[src/rtl/xip_pkg.sv]
package xip_pkg;

  typedef enum logic [2:0] {
    PH_IDLE  = 3'd0,
    PH_CMD   = 3'd1,
    PH_ADDR  = 3'd2,
    PH_DUMMY = 3'd3,
    PH_DATA  = 3'd4
  } phase_e;

  typedef enum logic [1:0] {
    IO_SINGLE = 2'd0,
    IO_DUAL   = 2'd1,
    IO_QUAD   = 2'd2
  } io_mode_e;

  // log2 of the active lane count; code 3 falls back to a single lane
  function automatic logic [1:0] lane_shift(input logic [1:0] mode);
    case (mode)
      IO_DUAL: lane_shift = 2'd1;
      IO_QUAD: lane_shift = 2'd2;
      default: lane_shift = 2'd0;
    endcase
  endfunction

endpackage

[src/rtl/xip_rst_sync.sv]
module xip_rst_sync (
  input  logic clk,
  input  logic rst_n_in,
  output logic rst_n_out
);
  logic meta_q;
  logic hold_q;

  always_ff @(posedge clk or negedge rst_n_in) begin
    if (!rst_n_in) begin
      meta_q <= 1'b0;
      hold_q <= 1'b0;
    end else begin
      meta_q <= 1'b1;
      hold_q <= meta_q;
    end
  end

  assign rst_n_out = hold_q;
endmodule

[src/rtl/xip_edge_detect.sv]
module xip_edge_detect (
  input  logic clk,
  input  logic rst_n,
  input  logic sck,
  input  logic cs_n,
  output logic sck_rise,
  output logic cs_fall,
  output logic cs_rise
);
  logic sck_q, cs_q;

  always_ff @(posedge clk or negedge rst_n) begin
    if (!rst_n) begin
      sck_q <= 1'b0;
      cs_q  <= 1'b1;
    end else begin
      sck_q <= sck;
      cs_q  <= cs_n;
    end
  end

  assign sck_rise = sck & ~sck_q;
  assign cs_fall  = cs_q & ~cs_n;
  assign cs_rise  = ~cs_q & cs_n;
endmodule

[src/rtl/xip_phase_seq.sv]
module xip_phase_seq
  import xip_pkg::*;
#(
  parameter int unsigned CMD_BITS     = 8,
  parameter int unsigned ADDR_BITS    = 24,
  parameter int unsigned DUMMY_CYCLES = 8
) (
  input  logic       clk,
  input  logic       rst_n,
  input  logic       cs_n,
  input  logic       cs_fall,
  input  logic       sck_rise,
  input  logic [1:0] lane_sh,
  input  logic       xip_active,
  input  logic       abort,
  output phase_e     phase,
  output logic       first_dummy
);
  localparam int unsigned MAX_A   = (CMD_BITS > ADDR_BITS) ? CMD_BITS : ADDR_BITS;
  localparam int unsigned MAX_LEN = (MAX_A > DUMMY_CYCLES) ? MAX_A : DUMMY_CYCLES;
  localparam int unsigned CNT_W   = $clog2(MAX_LEN + 1);
  localparam logic [CNT_W-1:0] DUMMY_LAST = CNT_W'(DUMMY_CYCLES - 1);

  phase_e           phase_q, phase_d;
  logic [CNT_W-1:0] cnt_q, cnt_d;
  logic [CNT_W-1:0] cmd_last, addr_last;
  logic             step;

  assign cmd_last  = CNT_W'((CMD_BITS >> lane_sh) - 1);
  assign addr_last = CNT_W'((ADDR_BITS >> lane_sh) - 1);
  assign step      = sck_rise & ~cs_n & ~abort;

  always_comb begin
    phase_d = phase_q;
    cnt_d   = cnt_q;
    if (cs_n || abort) begin
      phase_d = PH_IDLE;
      cnt_d   = '0;
    end else if (cs_fall) begin
      phase_d = xip_active ? PH_ADDR : PH_CMD;
      cnt_d   = '0;
    end else if (step) begin
      case (phase_q)
        PH_CMD: begin
          if (cnt_q == cmd_last) begin
            phase_d = PH_ADDR;
            cnt_d   = '0;
          end else begin
            cnt_d = cnt_q + 1'b1;
          end
        end
        PH_ADDR: begin
          if (cnt_q == addr_last) begin
            phase_d = PH_DUMMY;
            cnt_d   = '0;
          end else begin
            cnt_d = cnt_q + 1'b1;
          end
        end
        PH_DUMMY: begin
          if (cnt_q == DUMMY_LAST) begin
            phase_d = PH_DATA;
            cnt_d   = '0;
          end else begin
            cnt_d = cnt_q + 1'b1;
          end
        end
        default: begin
          phase_d = phase_q;
          cnt_d   = cnt_q;
        end
      endcase
    end
  end

  always_ff @(posedge clk or negedge rst_n) begin
    if (!rst_n) begin
      phase_q <= PH_IDLE;
      cnt_q   <= '0;
    end else begin
      phase_q <= phase_d;
      cnt_q   <= cnt_d;
    end
  end

  assign phase       = phase_q;
  assign first_dummy = step && (phase_q == PH_DUMMY) && (cnt_q == '0);

  assert_idle_deselect_R12: assert property (@(posedge clk) disable iff (!rst_n)
    cs_n |=> phase_q == PH_IDLE);

  assert_xip_skips_cmd_R5: assert property (@(posedge clk) disable iff (!rst_n)
    (cs_fall && xip_active && !abort) |=> phase_q == PH_ADDR);

  assert_cmd_when_normal_R2: assert property (@(posedge clk) disable iff (!rst_n)
    (cs_fall && !xip_active && !abort) |=> phase_q == PH_CMD);

  assert_addr_to_dummy_R3: assert property (@(posedge clk) disable iff (!rst_n)
    (step && phase_q == PH_ADDR && cnt_q == addr_last) |=> phase_q == PH_DUMMY);
endmodule

[src/rtl/xip_state.sv]
module xip_state (
  input  logic       clk,
  input  logic       rst_n,
  input  logic       cs_n,
  input  logic       cs_fall,
  input  logic       cs_rise,
  input  logic       first_dummy,
  input  logic [3:0] dq,
  input  logic       quad,
  input  logic       xip_req,
  input  logic       rst_pin_n,
  output logic       xip_active,
  output logic       abort
);
  logic xip_q, xip_d;
  logic conf_q, conf_d;
  logic capt_q, capt_d;
  logic lanes_unused;

  // only lane 0 carries the confirmation bit; the upper lanes are don't-care
  assign lanes_unused = ^dq[3:1];

  // in quad mode the pin only acts while deselected
  assign abort = ~rst_pin_n & (~quad | cs_n);

  always_comb begin
    xip_d  = xip_q;
    conf_d = conf_q;
    capt_d = capt_q;
    if (abort) begin
      xip_d  = 1'b0;
      capt_d = 1'b0;
    end else begin
      if (cs_fall) begin
        capt_d = 1'b0;
      end
      if (first_dummy) begin
        capt_d = 1'b1;
        conf_d = dq[0];
      end
      if (cs_rise && capt_q) begin
        xip_d = (xip_q | xip_req) & ~conf_q;
      end
    end
  end

  always_ff @(posedge clk or negedge rst_n) begin
    if (!rst_n) begin
      xip_q  <= 1'b0;
      conf_q <= 1'b0;
      capt_q <= 1'b0;
    end else begin
      xip_q  <= xip_d;
      conf_q <= conf_d;
      capt_q <= capt_d;
    end
  end

  assign xip_active = xip_q;

  assert_change_at_deselect_R9: assert property (@(posedge clk) disable iff (!rst_n)
    (!cs_rise && !abort) |=> $stable(xip_q));

  assert_pin_clears_R10: assert property (@(posedge clk) disable iff (!rst_n)
    (!rst_pin_n && !quad) |=> !xip_q);

  assert_quad_pin_masked_R11: assert property (@(posedge clk) disable iff (!rst_n)
    (quad && !cs_n) |=> $stable(xip_q));

  assert_confirm_exit_R6: assert property (@(posedge clk) disable iff (!rst_n)
    (cs_rise && capt_q && conf_q) |=> !xip_q);
endmodule

[src/rtl/xip_mode_tracker.sv]
module xip_mode_tracker
  import xip_pkg::*;
#(
  parameter int unsigned CMD_BITS     = 8,
  parameter int unsigned ADDR_BITS    = 24,
  parameter int unsigned DUMMY_CYCLES = 8
) (
  input  logic       clk,
  input  logic       rst_n,
  input  logic       cs_n,
  input  logic       sck,
  input  logic [3:0] dq,
  input  logic [1:0] io_mode,
  input  logic       xip_req,
  input  logic       rst_pin_n,
  output logic       xip_active,
  output logic [2:0] phase
);
  logic   rst_n_sync;
  logic   sck_rise, cs_fall, cs_rise;
  logic   first_dummy, abort, quad;
  logic [1:0] lane_sh;
  phase_e phase_cur;

  assign quad    = (io_mode == IO_QUAD);
  assign lane_sh = lane_shift(io_mode);

  xip_rst_sync u_rst_sync (
    .clk       (clk),
    .rst_n_in  (rst_n),
    .rst_n_out (rst_n_sync)
  );

  xip_edge_detect u_edges (
    .clk      (clk),
    .rst_n    (rst_n_sync),
    .sck      (sck),
    .cs_n     (cs_n),
    .sck_rise (sck_rise),
    .cs_fall  (cs_fall),
    .cs_rise  (cs_rise)
  );

  xip_phase_seq #(
    .CMD_BITS     (CMD_BITS),
    .ADDR_BITS    (ADDR_BITS),
    .DUMMY_CYCLES (DUMMY_CYCLES)
  ) u_phase (
    .clk         (clk),
    .rst_n       (rst_n_sync),
    .cs_n        (cs_n),
    .cs_fall     (cs_fall),
    .sck_rise    (sck_rise),
    .lane_sh     (lane_sh),
    .xip_active  (xip_active),
    .abort       (abort),
    .phase       (phase_cur),
    .first_dummy (first_dummy)
  );

  xip_state u_state (
    .clk         (clk),
    .rst_n       (rst_n_sync),
    .cs_n        (cs_n),
    .cs_fall     (cs_fall),
    .cs_rise     (cs_rise),
    .first_dummy (first_dummy),
    .dq          (dq),
    .quad        (quad),
    .xip_req     (xip_req),
    .rst_pin_n   (rst_pin_n),
    .xip_active  (xip_active),
    .abort       (abort)
  );

  assign phase = phase_cur;
endmodule

[config.mk]
export PLATFORM = sky130hd
export DESIGN_NAME = xip_mode_tracker
export DESIGN_NICKNAME = d
export VERILOG_FILES = /design/src/rtl/xip_pkg.sv /design/src/rtl/xip_rst_sync.sv /design/src/rtl/xip_edge_detect.sv /design/src/rtl/xip_phase_seq.sv /design/src/rtl/xip_state.sv /design/src/rtl/xip_mode_tracker.sv
export SDC_FILE = /design/constraint.sdc
export NUM_CORES = 1
export LEC_CHECK = 0
export BUFFER_PORTS_ARGS = -buffer_cell sky130_fd_sc_hd__buf_2
export CAP_MARGIN = 20
export CORE_ASPECT_RATIO = 1.25
export CORE_MARGIN = 5
export CORE_UTILIZATION = 49
export DETAILED_ROUTE_END_ITERATION = 8
export GPL_ROUTABILITY_DRIVEN = 0
export PLACE_DENSITY = 0.79
export SKIP_LAST_GASP = 1
export SYNTH_ARGS = -nofsm -noshare
export SYNTH_HDL_FRONTEND = slang
export SYNTH_SLANG_ARGS = --single-unit
[constraint.sdc]
create_clock -name clk -period 0.8 [get_ports clk]
set_input_delay 0.04 -clock clk [delete_from_list [all_inputs] [get_ports clk]]
set_output_delay 0.04 -clock clk [all_outputs]
set_load 0.01 [all_outputs]
==> key figures <==
Power
  – Leak pwr: 0.000842 uW
  – Total chip power: around 1800 uW
  – Power density over the cells: 987 nW/um2
  – Max VDD drop: 1.00 mV

Route
  – Drt initial violations: 107
  – Top layer in use: met4
  – Met3 WL post-DR: 343 um
  – Routed met1 length: 1650 um
  – Detailed Route WL: about 4800 um
  – Via count: 1319
  – Wire per inst: about 23 um
  – Routed vias/inst: 6.34
  – DRC viols: 0
  – Post-route antenna net violation count: 0
  – DRT Pass-1 Iters: 4
  – WL met2: 2450 um

Clocking
  – Total CTS buffers: 3
  – Clock latency on the worst-skew pair: roughly 0.32 ns
  – Root buffer cell: clkbuf_4
  – H-tree levels: 1
  – CTS tree: done
  – CTS Sinks: 15
  – Deepest clock path buffer count: 2
  – Clk pin slew, worst setup/hold paths: 0.08 ns

STA
  – Unrepaired setup endpoints after global routing: true
  – Final setup viols: 15
  – Worst Skew: ~0.026 ns
  – Pins Over Slew Limit: 0
  – Worst hold margin: 0.0412 ns
  – Peak Freq: between 500 and 600 MHz
  – Final hold violations: 0
  – Final worst setup slack: -1.03 ns
  – Tcrit/Tclk final: 229%
  – Fin crit period: 1.83 ns

Outcome
  – Failing checks: negative setup slack
  – Outcome: finished with violations

Placed design
  – IO Port Bufs: 12
  – HPWL Detailed: 2320 um

Layout
  – Antenna cell count: 0
  – Commonest non-fill, non-tap cell in the layout: buf_4
  – # nets final: 207
  – P&R area growth vs syn: 78.8%
  – Fill count: 68
  – Share of layout cells above drive strength 1: 57.4%
  – Most frequent cells in the layout: buf_4 (43), buf_6 (14), nand2_1 (13)

Synthesis
  – Ys flop type: dfrtp_1
  – Post-Synthesis Cell Area: 1030 um2
  – YS warnings: 0
  – Cells after Synth: 116
  – EDFF count, synth: 0
  – Synth async-reset ratio: 100%
  – Synth Register Bits: 15
  – Seq/Total Area, Yosys: 36.7%
  – Synth cell types: 45
  – Syn Area/Cell: 8.86 um2
  – Syn_nets: between 100 and 150

GRT
  – Vias in the first global route: ~1300
  – Remaining Overflow, GRT: 0
  – Initial antenna violation count: 0
  – Global-route usage over all layers: 25.4%
  – First-pass GRT wire length: 5800 um
  – Largest net degree at the start of global routing: 11

Setup path
  – CP max FO: 3
  – Crit. End Element: register
  – Worst R2R Path Depth: 7
  – FF-to-FF Start: u_phase.cnt_q[3]$_DFFE_PN0P_
  – Crit Path Category: reg2reg
  – Req. time, crit path: 0.98 ns
  – CP Launch Point: u_phase.cnt_q[3]$_DFFE_PN0P_
  – Arrival time at the worst endpoint: 2.02 ns
  – Critical Path Start Type: register

Die
  – Die Area: 3120 um2
  – Starting Density: slightly above 50%
  – Core area: 1980 um2
  – Row count: 18
  – Die W: about 51 um
  – Die Y: about 60 um
  – Boundary Pins: 16

Job
  – Max Cap Viol: 0

Worst hold path
  – Worst hold path type: in2async
## cell usage after synthesis, types with 2 or more instances
library cell	count	area share, %
a21oi_1	6	2.9
a31oi_1	3	1.8
and3_1	3	1.8
dfrtp_1	14	34
ha_1	6	7.3
inv_1	7	2.6
nand2_1	13	4.8
nand3_1	8	3.9
nor2_1	9	3.3
nor2b_1	3	1.8
nor3_1	2	0.97
nor4_1	4	2.4
o21ai_0	3	1.5
xnor2_1	2	1.7
xor2_1	3	2.6
## cells by family (layout without fill, tap and decap cells)
group,after synthesis,count (layout),share of synthesized area [%]
AOI/OAI and AO/OA,24,24,16.4
xor gates and xnor gates,5,5,4.26
adders and majority gates,6,6,7.31
buffers and inverters,10,82,4.51
DFF,15,15,36.7
muxes,1,1,1.10
other,1,1,0.365
and+or+nand+nor,54,54,29.4
## critical path, cell delays in order (launching register included)
cell,delay (ns)
dfrtp_1,0.44
buf_4,0.17
nor2_1,0.21
buf_4,0.18
nand4_1,0.21
nor2b_4,0.21
a32oi_1,0.23
nor2_1,0.09
## metrics by stage
stage | instances | util, % | instance area, um2 | worst slack, ns | setup TNS (ns)
5_1_grt | 208 | 92.7 | 1840 | -1.10 | -10.04
3_5_place_dp | 188 | 74.2 | 1470 | -0.909 | -8.43
6_report | 208 | 92.7 | 1840 | -1.03 | -9.41
4_1_cts | 202 | 85.6 | 1700 | -0.794 | -7.92
3_3_place_gp | 188 | 74.2 | 1470 | -0.835 | -7.53
2_1_floorplan | 116 | - | 1090 | -0.757 | -6.37
## final timing paths
path | to | slack (ns)
worst max-delay path | u_phase.cnt_q[1]$_DFFE_PN0P_ | -1.03
worst min-delay path | u_rst_sync.rst_n_out$_DFF_PN0_ | 0.04
worst max register to register | u_phase.cnt_q[1]$_DFFE_PN0P_ | -1.03
min in group clk | u_state.xip_active$_DFFE_PN0P_ | 0.10
max in group asynchronous | u_phase.cnt_q[2]$_DFFE_PN0P_ | 0.30
worst min register to register | u_phase.cnt_q[3]$_DFFE_PN0P_ | 0.11
## power breakdown
part	total [uW]	internal (uW)	switching, uW	leakage [uW]
Sequential	801	780	20.8	0.000193
Clock	488	195	293	0.0000150
Combinational	523	263	260	0.000633
Total	1810	1240	574	0.000842
## final cells by class
type	instances	area [um2]	share of cell area (%)
repair buffers	71	586	31.9
flip-flops and latches	15	380	20.7
well taps	20	25.0	1.36
multi-input cells	91	788	42.9
inverters	7	31.3	1.70
clock buffers	4	26.3	1.43
## per-layer routing
layer / vias to the layer above / GRT usage (%)
li1: 558 / -
met2: 101 / 47.9
met4: 0 / 12.0
met5: - / 0
met3: 31 / 3.15
met1: 629 / 28.1
## registers in the layout (all words and copies together) (netlist names)
name                  cells
u_phase.cnt_q             5
u_state.conf_q            1
u_state.capt_q            1
u_state.xip_active        1
u_rst_sync.rst_n_out      1
u_edges.sck_q             1
u_phase.phase             3
u_rst_sync.meta_q         1
u_edges.cs_q              1
## timing repair
item                                   in CTS  in global routing
cloned                                      0                  0
gates resized for setup                    26                 24
buffers inserted                            6                  6
setup endpoints to repair                  15                 15
endpoints found under the hold margin       6                  0
hold buffers                                5                  0
pin swaps                                  10                  8
Power figures use the tool's default switching activity.
